<file path="src/rtl/flashStatusPkg.sv">
package flashStatusPkg;
  localparam int STATUS_W = 8;
  localparam int BIT_BUSY = 0;
  localparam int BIT_WEL  = 1;
  localparam int BIT_EPE  = 5;

  typedef struct packed {
    logic welSet;    // arm write-enable latch
    logic startOp;   // program request accepted
    logic welClr;    // automatic latch clear point reached
    logic failMark;  // verify failure seen in a busy cycle
    logic finishOp;  // last cycle of the program operation
  } strobe_t;
endpackage

</file>
<file path="src/rtl/flashStatusCtrl.sv">
module flashStatusCtrl
  import flashStatusPkg::*;
#(
  parameter int PROG_CYCLES = 40,
  parameter int WEL_CLR_AT  = 20
) (
  input  logic    clk,
  input  logic    rstN,
  input  logic    wrEnCmd,
  input  logic    progReq,
  input  logic    byteFail,
  input  logic    welIn,
  output logic    busyOut,
  output strobe_t strb
);
  localparam int CNT_W = (PROG_CYCLES > 2) ? $clog2(PROG_CYCLES) : 2;
  localparam logic [CNT_W-1:0] LAST_CNT = CNT_W'(PROG_CYCLES - 1);
  localparam logic [CNT_W-1:0] CLR_CNT  = CNT_W'(WEL_CLR_AT);

  logic             busyQ;
  logic [CNT_W-1:0] cntQ;
  logic             atLast;

  assign atLast = busyQ && (cntQ == LAST_CNT);

  always_comb begin
    strb          = '0;
    strb.welSet   = wrEnCmd && !busyQ;
    strb.startOp  = progReq && !busyQ && welIn;
    strb.welClr   = busyQ && (cntQ == CLR_CNT);
    strb.failMark = busyQ && byteFail;
    strb.finishOp = atLast;
  end

  always_ff @(posedge clk) begin
    if (!rstN) begin
      busyQ <= 1'b0;
      cntQ  <= '0;
    end else if (strb.startOp) begin
      busyQ <= 1'b1;
      cntQ  <= '0;
    end else if (atLast) begin
      busyQ <= 1'b0;
      cntQ  <= '0;
    end else if (busyQ) begin
      cntQ  <= cntQ + 1'b1;
    end
  end

  assign busyOut = busyQ;

  AST_START_NEEDS_WEL: assert property (@(posedge clk) disable iff (!rstN)
    (!busyQ && progReq && !welIn) |=> !busyQ);
  AST_CNT_IN_RANGE: assert property (@(posedge clk) disable iff (!rstN)
    busyQ |-> (cntQ <= LAST_CNT));
  AST_BUSY_ENDS: assert property (@(posedge clk) disable iff (!rstN)
    atLast |=> !busyQ);
  AST_NO_RESTART: assert property (@(posedge clk) disable iff (!rstN)
    (busyQ && !atLast) |=> (busyQ && cntQ == $past(cntQ) + 1'b1));
endmodule

</file>
<file path="src/rtl/flashStatusRegs.sv">
module flashStatusRegs
  import flashStatusPkg::*;
(
  input  logic                clk,
  input  logic                rstN,
  input  strobe_t             strb,
  input  logic                busyIn,
  output logic                welOut,
  output logic [STATUS_W-1:0] statusOut
);
  logic welQ;
  logic epeQ;
  logic failAccQ;

  always_ff @(posedge clk) begin
    if (!rstN) begin
      welQ     <= 1'b0;
      epeQ     <= 1'b0;
      failAccQ <= 1'b0;
    end else begin
      if (strb.welClr)      welQ <= 1'b0;
      else if (strb.welSet) welQ <= 1'b1;

      if (strb.startOp)       failAccQ <= 1'b0;
      else if (strb.failMark) failAccQ <= 1'b1;

      if (strb.startOp)       epeQ <= 1'b0;
      else if (strb.finishOp) epeQ <= failAccQ | strb.failMark;
    end
  end

  always_comb begin
    statusOut           = '0;
    statusOut[BIT_BUSY] = busyIn;
    statusOut[BIT_WEL]  = welQ;
    statusOut[BIT_EPE]  = epeQ;
  end

  assign welOut = welQ;

  AST_WEL_GONE_AT_END: assert property (@(posedge clk) disable iff (!rstN)
    strb.finishOp |-> !welQ);
  AST_EPE_HELD: assert property (@(posedge clk) disable iff (!rstN)
    (!strb.startOp && !strb.finishOp) |=> $stable(epeQ));
  AST_EPE_CLEARED_ON_START: assert property (@(posedge clk) disable iff (!rstN)
    strb.startOp |=> !epeQ);
  AST_WEL_HELD_WHILE_BUSY: assert property (@(posedge clk) disable iff (!rstN)
    (busyIn && !strb.welClr) |=> $stable(welQ));
endmodule

</file>
<file path="src/rtl/flashStatusCtl.sv">
module flashStatusCtl
  import flashStatusPkg::*;
#(
  parameter int PROG_CYCLES = 40,
  parameter int WEL_CLR_AT  = 20
) (
  input  logic       clk,
  input  logic       rstN,
  input  logic       wrEnCmd,
  input  logic       progReq,
  input  logic       byteFail,
  output logic [7:0] statusOut
);
  strobe_t strb;
  logic    busy;
  logic    wel;

  flashStatusCtrl #(
    .PROG_CYCLES(PROG_CYCLES),
    .WEL_CLR_AT (WEL_CLR_AT)
  ) ctrl_i (
    .clk     (clk),
    .rstN    (rstN),
    .wrEnCmd (wrEnCmd),
    .progReq (progReq),
    .byteFail(byteFail),
    .welIn   (wel),
    .busyOut (busy),
    .strb    (strb)
  );

  flashStatusRegs regs_i (
    .clk      (clk),
    .rstN     (rstN),
    .strb     (strb),
    .busyIn   (busy),
    .welOut   (wel),
    .statusOut(statusOut)
  );

  AST_RSVD_ZERO: assert property (@(posedge clk) disable iff (!rstN)
    (statusOut & 8'hDC) == 8'h00);
endmodule

</file>
<file path="config.mk">
export PLATFORM = sky130hd
export DESIGN_NAME = flashStatusCtl
export DESIGN_NICKNAME = d
export VERILOG_FILES = /design/src/rtl/flashStatusPkg.sv /design/src/rtl/flashStatusCtrl.sv /design/src/rtl/flashStatusRegs.sv /design/src/rtl/flashStatusCtl.sv
export SDC_FILE = /design/constraint.sdc
export NUM_CORES = 1
export LEC_CHECK = 0
export ABC_AREA = 1
export CAP_MARGIN = 20
export CORE_ASPECT_RATIO = 1.25
export CORE_UTILIZATION = 35
export DETAILED_ROUTE_END_ITERATION = 10
export RECOVER_POWER = 25
export SLEW_MARGIN = 0
export SYNTH_ARGS = -nofsm -noshare
export SYNTH_HDL_FRONTEND = slang
export SYNTH_SLANG_ARGS = --single-unit
</file>
<file path="constraint.sdc">
create_clock -name clk -period 0.95 [get_ports clk]
set_input_delay 0.095 -clock clk [delete_from_list [all_inputs] [get_ports clk]]
set_output_delay 0.095 -clock clk [all_outputs]
set_load 0.05 [all_outputs]
</file>
==> metrics.yaml <==
clock_network:
  cts_root_buf: "clkbuf_4"
  clock-sinks: 10
  cts_buffers: 3
  insertion_delay_ns: 0.27
  clockBufferDepth: 2
  cts_tree: "done"
  htreeDepth: 1
  clk_pin_slew_ns: 0.07
timing:
  setup_ws_ns: -0.0553
  final_hold_viol_count: 0
  finalCritPeriodShare_pct: 106
  maxSlewViolCount: 0
  rsz0062_at_grt: "yes"
  fin_crit_ns: 1.01
  fmax_ghz: 0.995
  setup_viol: 8
  skew_ns: 0.00746
setup_path:
  cp.arrival_ns: 1.16
  slowest_stage: "dfxtp_4"
  path_common_cell: "nand2_4"
  cp_cell_sequence: "ha_4 > nand2_4 > inv_2 > nand3_4 > nand2_4 > a21oi_2"
  endpoint_kind: "register"
  crit_type: "register to register"
  critPathLaunchType: "register"
  critical-path-max-stage-delay_ns: 0.37
  required_ns: 1.11
  crit_fanout: 5
finish:
  final_cells: 114
  seqCellArea_um2: 210
  final_cell_mix: "8 x inv_1, 7 x nand2_1, 7 x nor2_1"
  diodes: 0
  layout.nets: 105
  multi_input_area_um2: 367
  fillers: 160
  drive_gt1_share_pct: 45.8
  final_common_cell: "inv_1"
  syn_to_final_growth_pct: 41.6
yosys:
  postSynthAreaPerCell_um2: 7.51
  syn_area_um2: 608
  ys_ff_latch: 10
  seq_area_frac_synth_pct: 32.9
  yosysUniqueCellTypes: 20
  ys_warn_count: 0
  syn_inst: 81
floorplan:
  die_w_um: 39.3
  ios: 13
  dieArea_um2: 1910
  initial_core_util_pct: 38.0
  fp.dieH_um: 48.6
  rows: 16
  coreArea_um2: 1600
grt:
  grt_overflow_total: 0
  antenna_found_initial: 0
  track_usage_pct: 14.1
  grt_max_degree: 6
  grt_pass1_wl_um: 1880
  grt_pass1_vias: 491
run_status:
  status: "finished, violations left"
  violations: "setup timing"
placed_design:
  place_congestion: 0.728
  hpwlAfterDp_um: 845
  placedCellCount: 109
  io_buffers: 7
power:
  peakVddDrop_uv: 675
  pwr-share-seq_pct: 45.2
  switching_share_pct: 30.8
  switchingPower_mw: 0.301
  cell_internal_pwr_mw: 0.676
  p_clk_share_pct: 30.5
  total_power_mw: 0.978
  combinationalPowerShare_pct: 24.3
  p_per_area_nw_per_um2: 1140
  p_leak_nw: 0.384
routing:
  ant_nets: 0
  routed_wl_um: 1220
  firstDrtPassIters: 2
  vias_per_cell: 4.54
  drc: 0
  drt_iter0_markers: 9
  wl_per_cell_um: 10.7
  vias: 518
worst_hold_path:
  hp-class: "primary input to register"
run:
  cap_violations: 0
final cells by class:
class | instances | area share [%]
multi-input cells | 53 | 42.6
flip-flops and latches | 10 | 24.4
repair buffers | 17 | 22.1
clock buffers | 3 | 2.62
well taps | 18 | 2.62
inverters | 13 | 5.67
repair_timing:
item	4_1_cts	5_1_grt
resized for setup	12	10
hold buffers	0	0
endpoints found under the setup margin	9	10
pin swaps	11	6
buffers inserted	3	0
routing by layer:
layer  track usage [%]  vias to the layer above  routed length, µm
li1                  -                      265                  -
met3              2.75                        4                 38
met4              6.90                        0                 24
met1              16.6                      241                492
met5                 0                        -                  0
met2              23.1                        8                668
power by group through the flow:
stage                     clock [mW]  sequential, mW  combinational [mW]
after CTS                      0.299           0.444               0.227
after global routing           0.318           0.443               0.253
after detailed placement           0           0.453               0.209
final                          0.299           0.442               0.237
after floorplan                    0           0.451               0.152
after global placement             0           0.453               0.207
flip-flops by register name, summed over array words and instances, names as in the netlist:
| signal | cells |
|---|---|
| ctrl_i.busyOut | 1 |
| regs_i.failAccQ | 1 |
| regs_i.epeQ | 1 |
| ctrl_i.cntQ | 6 |
| regs_i.welOut | 1 |
worst paths after layout:
check	slack, ns	depth (start not counted)	to	start
hold / removal	0.49	3	regs_i.failAccQ	rstN
hold reg to reg	0.56	2	ctrl_i.cntQ[5]	ctrl_i.cntQ[5]
setup reg to reg	-0.06	6	regs_i.epeQ	ctrl_i.cntQ[1]
setup / recovery	-0.06	6	regs_i.epeQ	ctrl_i.cntQ[1]
per-stage QoR:
step	area [µm²]	worst slack, ns	hold slack [ns]	utilization (%)	setup TNS (ns)
floorplan	638	-0.00419	0.272	-	-0.00419
global placement	749	-0.155	0.534	46.8	-1.09
detailed placement	749	-0.142	0.538	46.8	-1.12
CTS	833	-0.0284	0.483	52.0	-0.125
global route	861	-0.0912	0.515	53.8	-0.543
finish	861	-0.0553	0.488	53.8	-0.227
logic make-up (layout without fill, tap and decap cells):
| group | after synthesis | in the layout | share of synthesized area, % |
|---|---|---|---|
| simple gates | 38 | 38 | 34.2 |
| buf+inv | 22 | 33 | 19.8 |
| flops | 10 | 10 | 32.9 |
| compound gates | 6 | 6 | 5.56 |
| fa+ha+maj | 2 | 2 | 4.11 |
| xor+xnor | 2 | 2 | 2.88 |
| other cells | 1 | 5 | 0.617 |
Yosys cell counts (all sizes together):
cell / count / area share [%]
ha: 2 / 4.1
nand4: 1 / 1.0
dfxtp: 10 / 33
conb: 1 / 0.62
a21oi: 6 / 5.6
inv: 13 / 8.0
nor2: 16 / 14
buf: 9 / 12
nand2: 11 / 10
xor2: 2 / 2.9
nand3: 8 / 7.4
nor3: 2 / 1.6
worst max-delay path, delay by kind of cell, from the launching register on:
| kind | cells | cell delay (ns) |
|---|---|---|
| buffers and inverters | 1 | 0.06 |
| adders and majority gates | 1 | 0.14 |
| DFF | 1 | 0.37 |
| and+or+nand+nor | 3 | 0.26 |
| AOI/OAI and AO/OA | 1 | 0.06 |
Power figures use the tool's default switching activity.
